## src/rtl/nib_mult_pkg.sv

```systemverilog
// Shared widths for the nibble-pass multiplier.
// Assumes the operand splits into exactly two nibbles.
package nib_mult_pkg;
    localparam int NIB_W  = 4;
    localparam int OP_W   = 2 * NIB_W;
    localparam int CELL_W = 2 * NIB_W;
    localparam int PROD_W = 2 * OP_W;
    localparam int PH_W   = 3;
    typedef logic [PH_W-1:0] phase_t;
endpackage

```

## src/rtl/nib_mac_cell.sv

```systemverilog
// Multiply-add-add cell: res = a*b + c + s on W-bit inputs, 2W-bit result.
// The sum never exceeds (2^W-1)^2 + 2*(2^W-1) = 2^(2W)-1, so no carry is lost.
// REG_OUT = 1 places one register on the result (one cycle of latency).
module nib_mac_cell #(
    parameter int W       = 4,
    parameter int REG_OUT = 0
) (
    input  logic           clk,
    input  logic           rst_n,
    input  logic [W-1:0]   a,
    input  logic [W-1:0]   b,
    input  logic [W-1:0]   c,
    input  logic [W-1:0]   s,
    output logic [2*W-1:0] res
);
    localparam int RW = 2 * W;

    logic [RW-1:0] sum;

    // Arithmetic core of the cell.
    always_comb begin
        sum = RW'(a) * RW'(b) + RW'(c) + RW'(s);
    end

    generate
        if (REG_OUT != 0) begin : g_reg
            // Output register variant.
            always_ff @(posedge clk) begin
                if (!rst_n) res <= '0;
                else        res <= sum;
            end
        end else begin : g_comb
            assign res = sum;
        end
    endgenerate
endmodule

```

## src/rtl/nib_pass_seq.sv

```systemverilog
// Pass sequencer: accepts start only when idle, then steps the phase from 1
// up to LAST and returns to idle. Phase 0 means idle.
// 'finish' is high during the final phase of a run.
module nib_pass_seq
    import nib_mult_pkg::*;
#(
    parameter int LAST = 4
) (
    input  logic   clk,
    input  logic   rst_n,
    input  logic   start,
    output logic   busy,
    output phase_t phase,
    output logic   accept,
    output logic   finish
);
    localparam phase_t PH_LAST = phase_t'(LAST);

    assign accept = start && !busy;
    assign finish = busy && (phase == PH_LAST);

    // Phase counter and busy flag.
    always_ff @(posedge clk) begin
        if (!rst_n) begin
            busy  <= 1'b0;
            phase <= '0;
        end else if (accept) begin
            busy  <= 1'b1;
            phase <= phase_t'(1);
        end else if (finish) begin
            busy  <= 1'b0;
            phase <= '0;
        end else if (busy) begin
            phase <= phase + phase_t'(1);
        end
    end
endmodule

```

## src/rtl/nib_pass_operands.sv

```systemverilog
// Operand routing per pass. Order: lowA*lowB, lowA*highB, highA*lowB,
// highA*highB. 'prev' is the result of the pass just before the current one;
// 'h1' is the upper nibble kept from the second pass. Phases outside 1..4
// drive zeros into the cell.
module nib_pass_operands
    import nib_mult_pkg::*;
(
    input  phase_t            phase,
    input  logic [OP_W-1:0]   a_q,
    input  logic [OP_W-1:0]   b_q,
    input  logic [CELL_W-1:0] prev,
    input  logic [NIB_W-1:0]  h1,
    output logic [NIB_W-1:0]  ca,
    output logic [NIB_W-1:0]  cb,
    output logic [NIB_W-1:0]  cc,
    output logic [NIB_W-1:0]  cs
);
    logic [NIB_W-1:0] a_lo, a_hi, b_lo, b_hi, p_lo, p_hi;

    assign a_lo = a_q[NIB_W-1:0];
    assign a_hi = a_q[OP_W-1:NIB_W];
    assign b_lo = b_q[NIB_W-1:0];
    assign b_hi = b_q[OP_W-1:NIB_W];
    assign p_lo = prev[NIB_W-1:0];
    assign p_hi = prev[CELL_W-1:NIB_W];

    // Select the cell operands and addends for the current pass.
    always_comb begin
        ca = '0; cb = '0; cc = '0; cs = '0;
        case (phase)
            phase_t'(1): begin ca = a_lo; cb = b_lo; end
            phase_t'(2): begin ca = a_lo; cb = b_hi; cc = p_hi; end
            phase_t'(3): begin ca = a_hi; cb = b_lo; cc = p_lo; end
            phase_t'(4): begin ca = a_hi; cb = b_hi; cc = h1; cs = p_hi; end
            default: ;
        endcase
    end
endmodule

```

## src/rtl/nib_iter_mult.sv

```systemverilog
// 8x8 unsigned multiplier built from four passes of one 4x4 multiply-add cell.
// The operands are held from the accepting edge onward. Partial nibbles are
// collected as pass results appear on the cell output (REG_STAGE cycles late).
// Assumes REG_STAGE is 0 or 1.
module nib_iter_mult
    import nib_mult_pkg::*;
#(
    parameter int REG_STAGE = 0
) (
    input  logic              clk,
    input  logic              rst_n,
    input  logic              start,
    input  logic [OP_W-1:0]   op_a,
    input  logic [OP_W-1:0]   op_b,
    output logic [PROD_W-1:0] product,
    output logic              done
);
    localparam int     LAST   = 4 + REG_STAGE;
    localparam phase_t PH_LO0 = phase_t'(1 + REG_STAGE);
    localparam phase_t PH_H1  = phase_t'(2 + REG_STAGE);
    localparam phase_t PH_LO2 = phase_t'(3 + REG_STAGE);

    logic              busy, accept, finish;
    phase_t            phase;
    logic [OP_W-1:0]   a_q, b_q;
    logic [NIB_W-1:0]  ca, cb, cc, cs;
    logic [CELL_W-1:0] cell_res, res_prev;
    logic [NIB_W-1:0]  lo0_q, h1_q, lo2_q;

    nib_pass_seq #(.LAST(LAST)) u_seq (
        .clk(clk), .rst_n(rst_n), .start(start),
        .busy(busy), .phase(phase), .accept(accept), .finish(finish)
    );

    nib_pass_operands u_ops (
        .phase(phase), .a_q(a_q), .b_q(b_q), .prev(res_prev), .h1(h1_q),
        .ca(ca), .cb(cb), .cc(cc), .cs(cs)
    );

    nib_mac_cell #(.W(NIB_W), .REG_OUT(REG_STAGE)) u_cell (
        .clk(clk), .rst_n(rst_n), .a(ca), .b(cb), .c(cc), .s(cs), .res(cell_res)
    );

    generate
        if (REG_STAGE != 0) begin : g_fwd_reg
            // The cell register already holds the previous pass result.
            assign res_prev = cell_res;
        end else begin : g_fwd_hold
            // Hold the previous pass result for the next pass.
            always_ff @(posedge clk) begin
                if (!rst_n) res_prev <= '0;
                else        res_prev <= cell_res;
            end
        end
    endgenerate

    // Capture the operands when a start is accepted.
    always_ff @(posedge clk) begin
        if (!rst_n) begin
            a_q <= '0;
            b_q <= '0;
        end else if (accept) begin
            a_q <= op_a;
            b_q <= op_b;
        end
    end

    // Collect the partial nibbles and the final product.
    always_ff @(posedge clk) begin
        if (!rst_n) begin
            lo0_q   <= '0;
            h1_q    <= '0;
            lo2_q   <= '0;
            product <= '0;
            done    <= 1'b0;
        end else begin
            done <= finish;
            if (busy && phase == PH_LO0) lo0_q <= cell_res[NIB_W-1:0];
            if (busy && phase == PH_H1)  h1_q  <= cell_res[CELL_W-1:NIB_W];
            if (busy && phase == PH_LO2) lo2_q <= cell_res[NIB_W-1:0];
            if (finish) product <= {cell_res, lo2_q, lo0_q};
        end
    end
endmodule

```

## config.mk

```make
export PLATFORM = sky130hd
export DESIGN_NAME = nib_iter_mult
export DESIGN_NICKNAME = d
export VERILOG_FILES = /design/src/rtl/nib_mult_pkg.sv /design/src/rtl/nib_mac_cell.sv /design/src/rtl/nib_pass_seq.sv /design/src/rtl/nib_pass_operands.sv /design/src/rtl/nib_iter_mult.sv
export SDC_FILE = /design/constraint.sdc
export NUM_CORES = 1
export LEC_CHECK = 0
export BUFFER_PORTS_ARGS = -buffer_cell sky130_fd_sc_hd__buf_2
export CELL_PAD_IN_SITES_DETAIL_PLACEMENT = 1
export CELL_PAD_IN_SITES_GLOBAL_PLACEMENT = 1
export CORE_UTILIZATION = 35
export CTS_BUF_LIST = sky130_fd_sc_hd__clkbuf_8 sky130_fd_sc_hd__clkbuf_16
export CTS_CLUSTER_DIAMETER = 200
export DETAILED_ROUTE_END_ITERATION = 8
export PLACE_DENSITY_LB_ADDON = 0.1
export SETUP_SLACK_MARGIN = 0.5
export SLEW_MARGIN = 30
export SYNTH_ARGS = -nofsm -noshare
export SYNTH_HDL_FRONTEND = slang
export SYNTH_HIERARCHICAL = 1
export SYNTH_SLANG_ARGS = --single-unit
```

## constraint.sdc

```tcl
create_clock -name clk -period 4 [get_ports clk]
set_clock_uncertainty 0.1 [all_clocks]
set_input_delay 0.8 -clock clk [delete_from_list [all_inputs] [get_ports clk]]
set_output_delay 0.8 -clock clk [all_outputs]
set_load 0.005 [all_outputs]
```

Yosys cells after proc, flatten, opt, wreduce, memory -nomap -nowiden
Index checks and enable logic that the tools add are counted.
Operators by class
  add/sub/neg operators: 3
  $mul: 1
  eq/ne operators: 4
  mux-type cells: 9
  bitwise gates (word level): 1
  reduce and logical (&&, ||, !) cells: 13
Operators with widths (number)
  8-bit by 4-bit adder with 8-bit output: 2
  4-bit case mux with 2 select lines: 2
  4-bit case mux with 3 select lines: 1
  4-bit by 4-bit multiplier with 8-bit output: 1
  2-bit OR reduction: 4
  3-bit by 2-bit equality test with 1-bit output, second input constant: 2
  1-bit logical AND: 5
  1-bit 2-to-1 mux: 5
  4-bit 2-to-1 mux: 1
  3-bit by 1-bit adder with 3-bit output, second input constant: 1
  3-bit by 1-bit equality test with 1-bit output, second input constant: 1
  3-bit equality test, second input constant: 1
  3-bit nonzero test: 1
  3-bit OR reduction: 1
  2-bit nonzero test: 1
  1-bit zero test: 1
  1-bit inverter: 1
Word-level totals
  register bits after elaboration: 57
  bits of input ports: 19
  output and inout bits: 17
  word-level logic and storage cells: 42

Depth between registers and ports, before layout
Gate-level depths: netlist of run 1.
  depth in word-level cells: 6
  mapped depth: 18
  mapped depth without buffers: 16

Modules after synthesis
The synthesis of run 1 kept the hierarchy.
Modules (own cells, without submodules)
  nib_iter_mult: times used 1, cells an instance 173, area an instance 1969.4 um2, sequential area each 1061.0 um2
  nib_mac_cell: times used 1, cells an instance 82, area an instance 688.2 um2, sequential area each 0.0 um2
  nib_pass_operands: times used 1, cells an instance 52, area an instance 457.9 um2, sequential area each 0.0 um2
  nib_pass_seq: times used 1, cells an instance 26, area an instance 225.2 um2, sequential area each 80.1 um2

Worst setup path after synthesis of run 1
No wires, ideal clock.
  kind: reg-to-reg
  from: register u_seq.phase[2]
  to: register h1_q[3]
  setup time: 0.072 ns
  data arrival time: 3.909 ns
  required time: 3.828 ns
  path slack: -0.081 ns
  stages on the path, launching flop included: 15
  buffers on the path: 1
  period minus slack after synthesis: 4.081 ns
  cells stage by stage: dfxtp_1 > buf_6 > xor2_4 > a32o_2 > nand2_1 > fa_1 > fa_1 > fa_1 > inv_1 > ha_1 > a211oi_1 > or4b_1 > o2111ai_1 > nand2_1 > mux2i_1
On the way
  cells in the longest elaborated chain, start to end: 6
  elaborated cells on any way between the ends: 16
  classes of those cells: add/sub (2); mul (1); eq/ne (4); mux (4); reduce/logical (5)
RTL lines
  start: declaration: RTL line nib_pass_seq.sv:13  | output phase_t phase,
  start signal: assignment: RTL line nib_pass_seq.sv:29  | phase <= phase_t'(1);
  start signal: assignment: RTL line nib_pass_seq.sv:34  | phase <= phase + phase_t'(1);
  3-bit by 2-bit equality test with 1-bit output (tied with other cells): RTL line nib_pass_operands.sv:30  | case (phase)
  2-bit OR reduction (no source line)
  4-bit case mux with 2 select lines (*): RTL line nib_pass_operands.sv:30
  net cb[3]: RTL line nib_iter_mult.sv:26  | logic [NIB_W-1:0] ca, cb, cc, cs;
  4-bit by 4-bit multiplier with 8-bit output (*): RTL line nib_mac_cell.sv:22  | sum = RW'(a) * RW'(b) + RW'(c) + RW'(s);
  8-bit by 4-bit adder with 8-bit output (*) (2 in series): RTL line nib_mac_cell.sv:22
  net cell_res[7]: RTL line nib_iter_mult.sv:27  | logic [CELL_W-1:0] cell_res, res_prev;
  end signal: assignment: RTL line nib_iter_mult.sv:79  | if (busy && phase == PH_H1) h1_q <= cell_res[CELL_W-1:NIB_W];
  end: declaration: RTL line nib_iter_mult.sv:28  | logic [NIB_W-1:0] lo0_q, h1_q, lo2_q;
The timed path passes the listed nets; every way through them passes the cells marked *.
A chain may end at the register's enable or synchronous reset.

Worst setup path after layout of run 1
  from: register u_seq.phase[1]
  to: register h1_q[3]
The elaborated chain is that of the path after synthesis.

==> metrics.txt, run 1 <==
Psw between 300 and 400 uW; min Tclk post-route around 4000 ps; FF-to-FF setup slack -20 ps; clk_lat worst skew ~340 ps; final wirelength between 7000 and 8000 um; Clk pin slew, worst setup/hold paths about 70 ps; largest net degree at the start of global routing 58; cells along the critical path buf_4 -> xor2_4 -> a32o_2 -> nand2_1 -> fa_1 -> fa_1 -> fa_1 -> inv_2 -> ha_4 -> a211oi_4 -> or4b_1 -> o2111ai_2 -> nand2_1 -> mux2i_1; WS Path Type reg2reg; Max-Cap Viols 0; share of layout cells above drive strength 1 26.9%; violated checks negative setup slack; peak supply drop between 0.15 and 0.2 mV; Logic pwr share between 10% and 20%; final hold violation count 0; Syn Nets between 300 and 400; number of synthesized flops with an enable pin 0; vias in the first global route 2,484; RSZ-0062 raised after global routing yes; mapped cell area 3340 sq um; top post-synthesis cells by area dfxtp_1 (34%), mux2i_1 (14%), fa_1 (7.2%); Req. time, crit path approximately 4200 ps; Tot GR Track Use 16.2%; Critical Path AT around 4200 ps; DRC errors left 0; CTS tree done; startpoint type of the worst setup path register; drt wl/cell approximately 14 um; IO Pins 36; cell taking the most area after synthesis dfxtp_1; total grt overflow 0; synth warn 6; FFs w/ async S/R, synth 0%; slowest stage delay, CP ~570 ps; sequential area share after synthesis about 34%; DP HPWL approximately 5300 um; sequential cell fraction of total power around 47%; status finished, violations left; # H-tree levels 3; measured slew at the worst slew-check pin roughly 900 ps; Power Density around 320 nW/um^2; antenna diode count 0; Max Freq about 250 MHz; Clock Path Buffers 2; CP max stage cell fa_1; initial antenna violation count 0; die area slightly below 10,000 sq um; first-pass GRT wire length 12,400 um; core box area about 9000 sq um; syn avg cell area 10.0 sq um; Tcrit/Tclk final 100%; Std-Cell Rows 35; endpoint class of the critical path register; Sink Count 57; final std cells w/o fill 516; setup violators final 1; library cells used by synthesis about 40; Routed Antenna Nets 0; Crit path top cell by count fa_1; most common cell in the netlist dfxtp_1; Root Buffer clkbuf_8; Commonest cells post-synth dfxtp_1 (57), mux2i_1 (48), inv_1 (37), nand2_1 (36), nor2b_1 (35); filler cell count in the final layout roughly 1,100; number of vias per cell 4.69; fin worst setup slack -16.8 ps; Starting Density between 30% and 40%; hold path depth 2; Hold Path Class reg2reg; 1st-pass router iterations 4; LEAKAGE ~1.8 nW; Final Wtd Congestion approximately 0.78; Sw Share approximately a quarter; reg2reg path depth 14; Area Growth Syn to Fin 20.1%; CTS Buf Count 9; area fraction of the dominant cell type after synthesis 34.2%; DIE HEIGHT between 90 and 100 um; Inst Count DP between 400 and 500; synthesized instance count roughly 330; setup tns final -16.8 ps; nets 429; Final Max Slew Viols 0; Buffers on Ports 35; Synth Register Bits 57; Starting DRT DRC Count 51; die width approximately 100 um; clock power share 42.3%; main flop type after synthesis dfxtp_1; Slew HR approximately two fifths; crit path max fanout 6; P_int 941 uW; vias about 2,400
[metrics by stage]
step                      util, %  area, sq um  power (mW)  hold WS, ps  worst slack (ps)
final                        43.4         4010        1.27          365             -16.8
after global routing         43.4         4010        1.34          376              -185
after CTS                    42.7         3950        1.29          371             -72.7
after detailed placement     39.6         3650       0.734          357             -72.6
after global placement       39.6         3650       0.731          352             -20.6
after floorplan                 -         3420       0.708          334               159
[sequential cells by signal (all words and copies together) (netlist names)]
name,count
res_prev,8
u_seq/phase,3
a_q,8
b_q,8
done,1
lo0_q,4
lo2_q,4
h1_q,4
product,16
u_seq/busy,1
[layout make-up]
class | instances | area (sq um) | area share (%)
clock buffer | 9 | 124 | 3.09
clock inverter | 6 | 68.8 | 1.71
multi-input combinational | 220 | 1970 | 49.2
timing repair buffer | 58 | 393 | 9.79
sequential | 57 | 1150 | 28.7
tap | 129 | 161 | 4.02
inverter | 37 | 139 | 3.46
[timing repair]
action	CTS	global route
resized for setup	6	8
hold buffers	0	0
buffers inserted	11	4
pin swaps	17	4
endpoints found under the setup margin	16	16
[cell families after synthesis]
| logic type | share of synthesized area [%] |
|---|---|
| AOI/OAI and AO/OA | 6.10 |
| xor gates and xnor gates | 1.61 |
| adders and majority gates | 12.8 |
| buffers and inverters | 9.29 |
| DFF | 34.2 |
| muxes | 14.4 |
| and+or+nand+nor | 21.6 |
[path summary, 6_finish.rpt]
path | from | end
worst min-delay path | lo2_q[1]$_SDFFE_PN0P_ | lo2_q[1]$_SDFFE_PN0P_
worst max-delay path | u_seq/phase[1]$_SDFFE_PP0P_ | h1_q[3]$_SDFFE_PN0P_
worst min register to register | lo2_q[1]$_SDFFE_PN0P_ | lo2_q[1]$_SDFFE_PN0P_
worst max register to register | u_seq/phase[1]$_SDFFE_PP0P_ | h1_q[3]$_SDFFE_PN0P_
[critical path: cells and delay by family, from the launching register on]
| family | cells | cell delay, ps |
|---|---|---|
| xor+xnor | 1 | 180 |
| compound gates | 3 | 400 |
| flops | 1 | 370 |
| mux | 1 | 160 |
| simple gates | 3 | 710 |
| fa+ha+maj | 4 | 1820 |
| buf+inv | 2 | 210 |
[layer usage]
metal / wire, um / part of all wire [%] / GRT usage [%]
met4: 108 / 1.5 / 6.45
met5: 0 / 0 / 0
met2: 3440 / 47 / 26.4
met1: 3580 / 49 / 21.0
met3: 197 / 2.7 / 3.23
[power groups by stage]
stage               Combinational [mW]  Clock [mW]  Sequential (mW)
floorplan                        0.104           0            0.604
global placement                 0.117           0            0.614
detailed placement               0.120           0            0.614
CTS                              0.132       0.563            0.599
global route                     0.152       0.586            0.600
finish                           0.138       0.539            0.597
[cell usage in the layout, fill, tap and decap left out, types with 2 or more instances in the layout]
master	n
a21oi_1	2
a31oi_1	3
a32o_2	4
and2_1	8
and3_1	4
and4bb_1	2
buf_12	3
buf_2	35
buf_4	18
buf_6	2
clkbuf_8	9
clkinv_4	2
dfxtp_1	54
dfxtp_4	3
fa_1	11
ha_1	13
ha_4	2
inv_1	34
inv_2	3
mux2i_1	48
nand2_1	34
nand2_2	2
nand4b_1	4
nand4bb_1	12
nor2_1	2
nor2b_1	34
nor3b_1	2
o211ai_1	7
o21ai_0	3
Note: power is estimated with default switching activity, not from simulation.
==> inputs of run 2 (changes only) <==
- clock period: 4 -> 3.5 ns (I/O delays scaled with it)
==> metrics.txt, run 2 (same netlist as run 1, synthesis figures left out) <==
max layer used met4 (unchanged); Slew HR 54.3% (was 40.0%); Req. time, crit path 3660 ps (was 4180 ps); Area Growth Syn to Fin 23.6% (was 20.1%); setup violators final 16 (was 1); die width 99.7 um (unchanged); Routed Antenna Nets 0 (unchanged); met3 WL 232 um (was 197 um); Power Density 363 nW/um^2 (was 318 nW/um^2); Clock Path Buffers 2 (unchanged); nets 439 (was 429); most frequent cells in the layout dfxtp_1 (54), mux2i_1 (48), buf_2 (35) (unchanged); CTS Buf Count 9 (unchanged); Crit path top cell by count fa_1 (unchanged); Starting Density 36.2% (unchanged); number of vias per cell 4.62 (was 4.69); startpoint type of the worst setup path register (unchanged); LEAKAGE 1.83 nW (was 1.76 nW); slowest stage delay, CP 540 ps (was 570 ps); fin worst setup slack -538 ps (was -16.8 ps); DIE HEIGHT 99.7 um (unchanged); crit path max fanout 6 (unchanged); CTS tree done (unchanged); Reg with most FFs product (unchanged); WS Path Type reg2reg (unchanged); Largest register FFs 16 (unchanged); initial antenna violation count 0 (unchanged); vias in the first global route 2,582 (was 2,484); design area 4130 sq um (was 4010 sq um); Multi-input gate area 2010 sq um (was 1970 sq um); Sink Count 57 (unchanged); WL met2 3430 um (was 3440 um); status finished, violations left (unchanged); CP bufs+invs 2 (unchanged); violated checks negative setup slack (unchanged); clk_lat worst skew 340 ps (about the same); vias 2,437 (was 2,421); IO Pins 36 (unchanged); die area 9940 sq um (unchanged); antenna diode count 0 (unchanged); # H-tree levels 3 (unchanged); first-pass GRT wire length 12,700 um (was 12,400 um); Root Buffer clkbuf_8 (unchanged); Buffers on Ports 35 (unchanged); Hold Path Class reg2reg (unchanged); CP top delay family adder cells (unchanged); RSZ-0062 raised after global routing yes (unchanged); Max-Cap Viols 0 (unchanged); cells along the critical path buf_6 -> mux2i_1 -> o211ai_1 -> nand2_1 -> fa_1 -> fa_1 -> fa_1 -> inv_2 -> ha_4 -> a211oi_2 -> or4b_1 -> o2111ai_2 -> nand2_1 -> mux2i_1 (was buf_4 -> xor2_4 -> a32o_2 -> nand2_1 -> fa_1 -> fa_1 -> fa_1 -> inv_2 -> ha_4 -> a211oi_4 -> or4b_1 -> o2111ai_2 -> nand2_1 -> mux2i_1); Final Wtd Congestion 0.787 (was 0.780); Tot GR Track Use 16.1% (was 16.2%); Clk pin slew, worst setup/hold paths 80 ps (was 70 ps); Cell Area, Placed 3750 sq um (was 3650 sq um); DRC errors left 0 (unchanged); Min Hold Slack 366 ps (was 365 ps); total grt overflow 0 (unchanged); 1st-pass router iterations 4 (unchanged); largest net degree at the start of global routing 43 (was 58); CTS hold repair buffers 0 (unchanged); CP max stage cell fa_1 (unchanged); Post-Route M1 WL 3540 um (was 3580 um); Max Freq 248 MHz (was 249 MHz); Std-Cell Rows 35 (unchanged); Starting DRT DRC Count 97 (was 51); DP HPWL 5470 um (was 5270 um); drt wl/cell 13.8 um (was 14.2 um); commonest non-fill, non-tap cell in the layout dfxtp_1 (unchanged); filler cell count in the final layout 1,041 (was 1,070); final wirelength 7260 um (was 7320 um); endpoint class of the critical path register (unchanged); Critical Path AT 4200 ps (was 4190 ps); final hold violation count 0 (unchanged); core box area 9240 sq um (unchanged); share of layout cells above drive strength 1 30.4% (was 26.9%); Tcrit/Tclk final 115% (was 100%); Final Max Slew Viols 0 (unchanged); measured slew at the worst slew-check pin 686 ps (was 900 ps); FF/Latch Area 1150 sq um (unchanged); min Tclk post-route 4040 ps (was 4020 ps); peak supply drop 0.185 mV (was 0.182 mV); setup tns final -4960 ps (was -16.8 ps)
==> run 2: cell count changes in the layout (fill, tap and decap cells not counted), moves of 2 or more <==
cell and delta:
and2_1 -2, inv_6 +4, buf_4 +10, and2_4 +2
==> run 2: per-stage QoR <==
step | cells | power, mW | utilization, % | setup WS, ps
final | 527 | 1.50 | 44.7 | -538
after global routing | 527 | 1.58 | 44.7 | -788
after CTS | 524 | 1.53 | 44.3 | -567
after detailed placement | 500 | 0.847 | 40.6 | -587
after global placement | 500 | 0.844 | 40.6 | -527
after floorplan | 333 | 0.809 | - | -341
==> run 2: worst paths after layout <==
path,startpoint,endpoint,depth (start not counted),slack (ps)
worst max-delay path,u_seq/phase[1]$_SDFFE_PP0P_,h1_q[3]$_SDFFE_PN0P_,14,-540
worst min-delay path,lo0_q[2]$_SDFFE_PN0P_,lo0_q[2]$_SDFFE_PN0P_,2,370
worst max register to register,u_seq/phase[1]$_SDFFE_PP0P_,h1_q[3]$_SDFFE_PN0P_,14,-540
worst min register to register,lo0_q[2]$_SDFFE_PN0P_,lo0_q[2]$_SDFFE_PN0P_,2,370
==> run 2: power breakdown <==
| part | internal (mW) | leakage [nW] | total, mW | switching (mW) |
|---|---|---|---|---|
| Sequential | 0.663 | 0.464 | 0.684 | 0.0206 |
| Clock | 0.342 | 0.106 | 0.655 | 0.313 |
| Combinational | 0.0856 | 1.26 | 0.159 | 0.0734 |
==> run 2: routing by layer <==
layer	global-route usage, %	vias to the layer above
met3	4.01	6
li1	-	1237
met4	4.30	0
met1	21.3	1156
met2	26.2	38
met5	0	-
==> run 2: cell type report <==
| type | instances | area share (%) |
|---|---|---|
| Sequential cell | 57 | 27.9 |
| Clock buffer | 9 | 3.00 |
| Inverter | 37 | 3.36 |
| Timing Repair Buffer | 68 | 11.1 |
| Tap cell | 129 | 3.91 |
| Multi-Input combinational cell | 220 | 48.7 |
| Clock inverter | 7 | 2.00 |
==> run 2: timing repair <==
| item | 4_1_cts | 5_1_grt |
|---|---|---|
| endpoints found under the setup margin | 20 | 20 |
| gates resized for setup | 16 | 2 |
| buffers inserted | 8 | 3 |
| cloned | 0 | 0 |
| pin swaps | 12 | 11 |
| endpoints found under the hold margin | 0 | 0 |
==> run 2: tightest hold or removal path, cell delays in order, from the launching register on <==
cell and delay [ps]:
dfxtp_1 310, nand2_1 50, mux2i_1 60
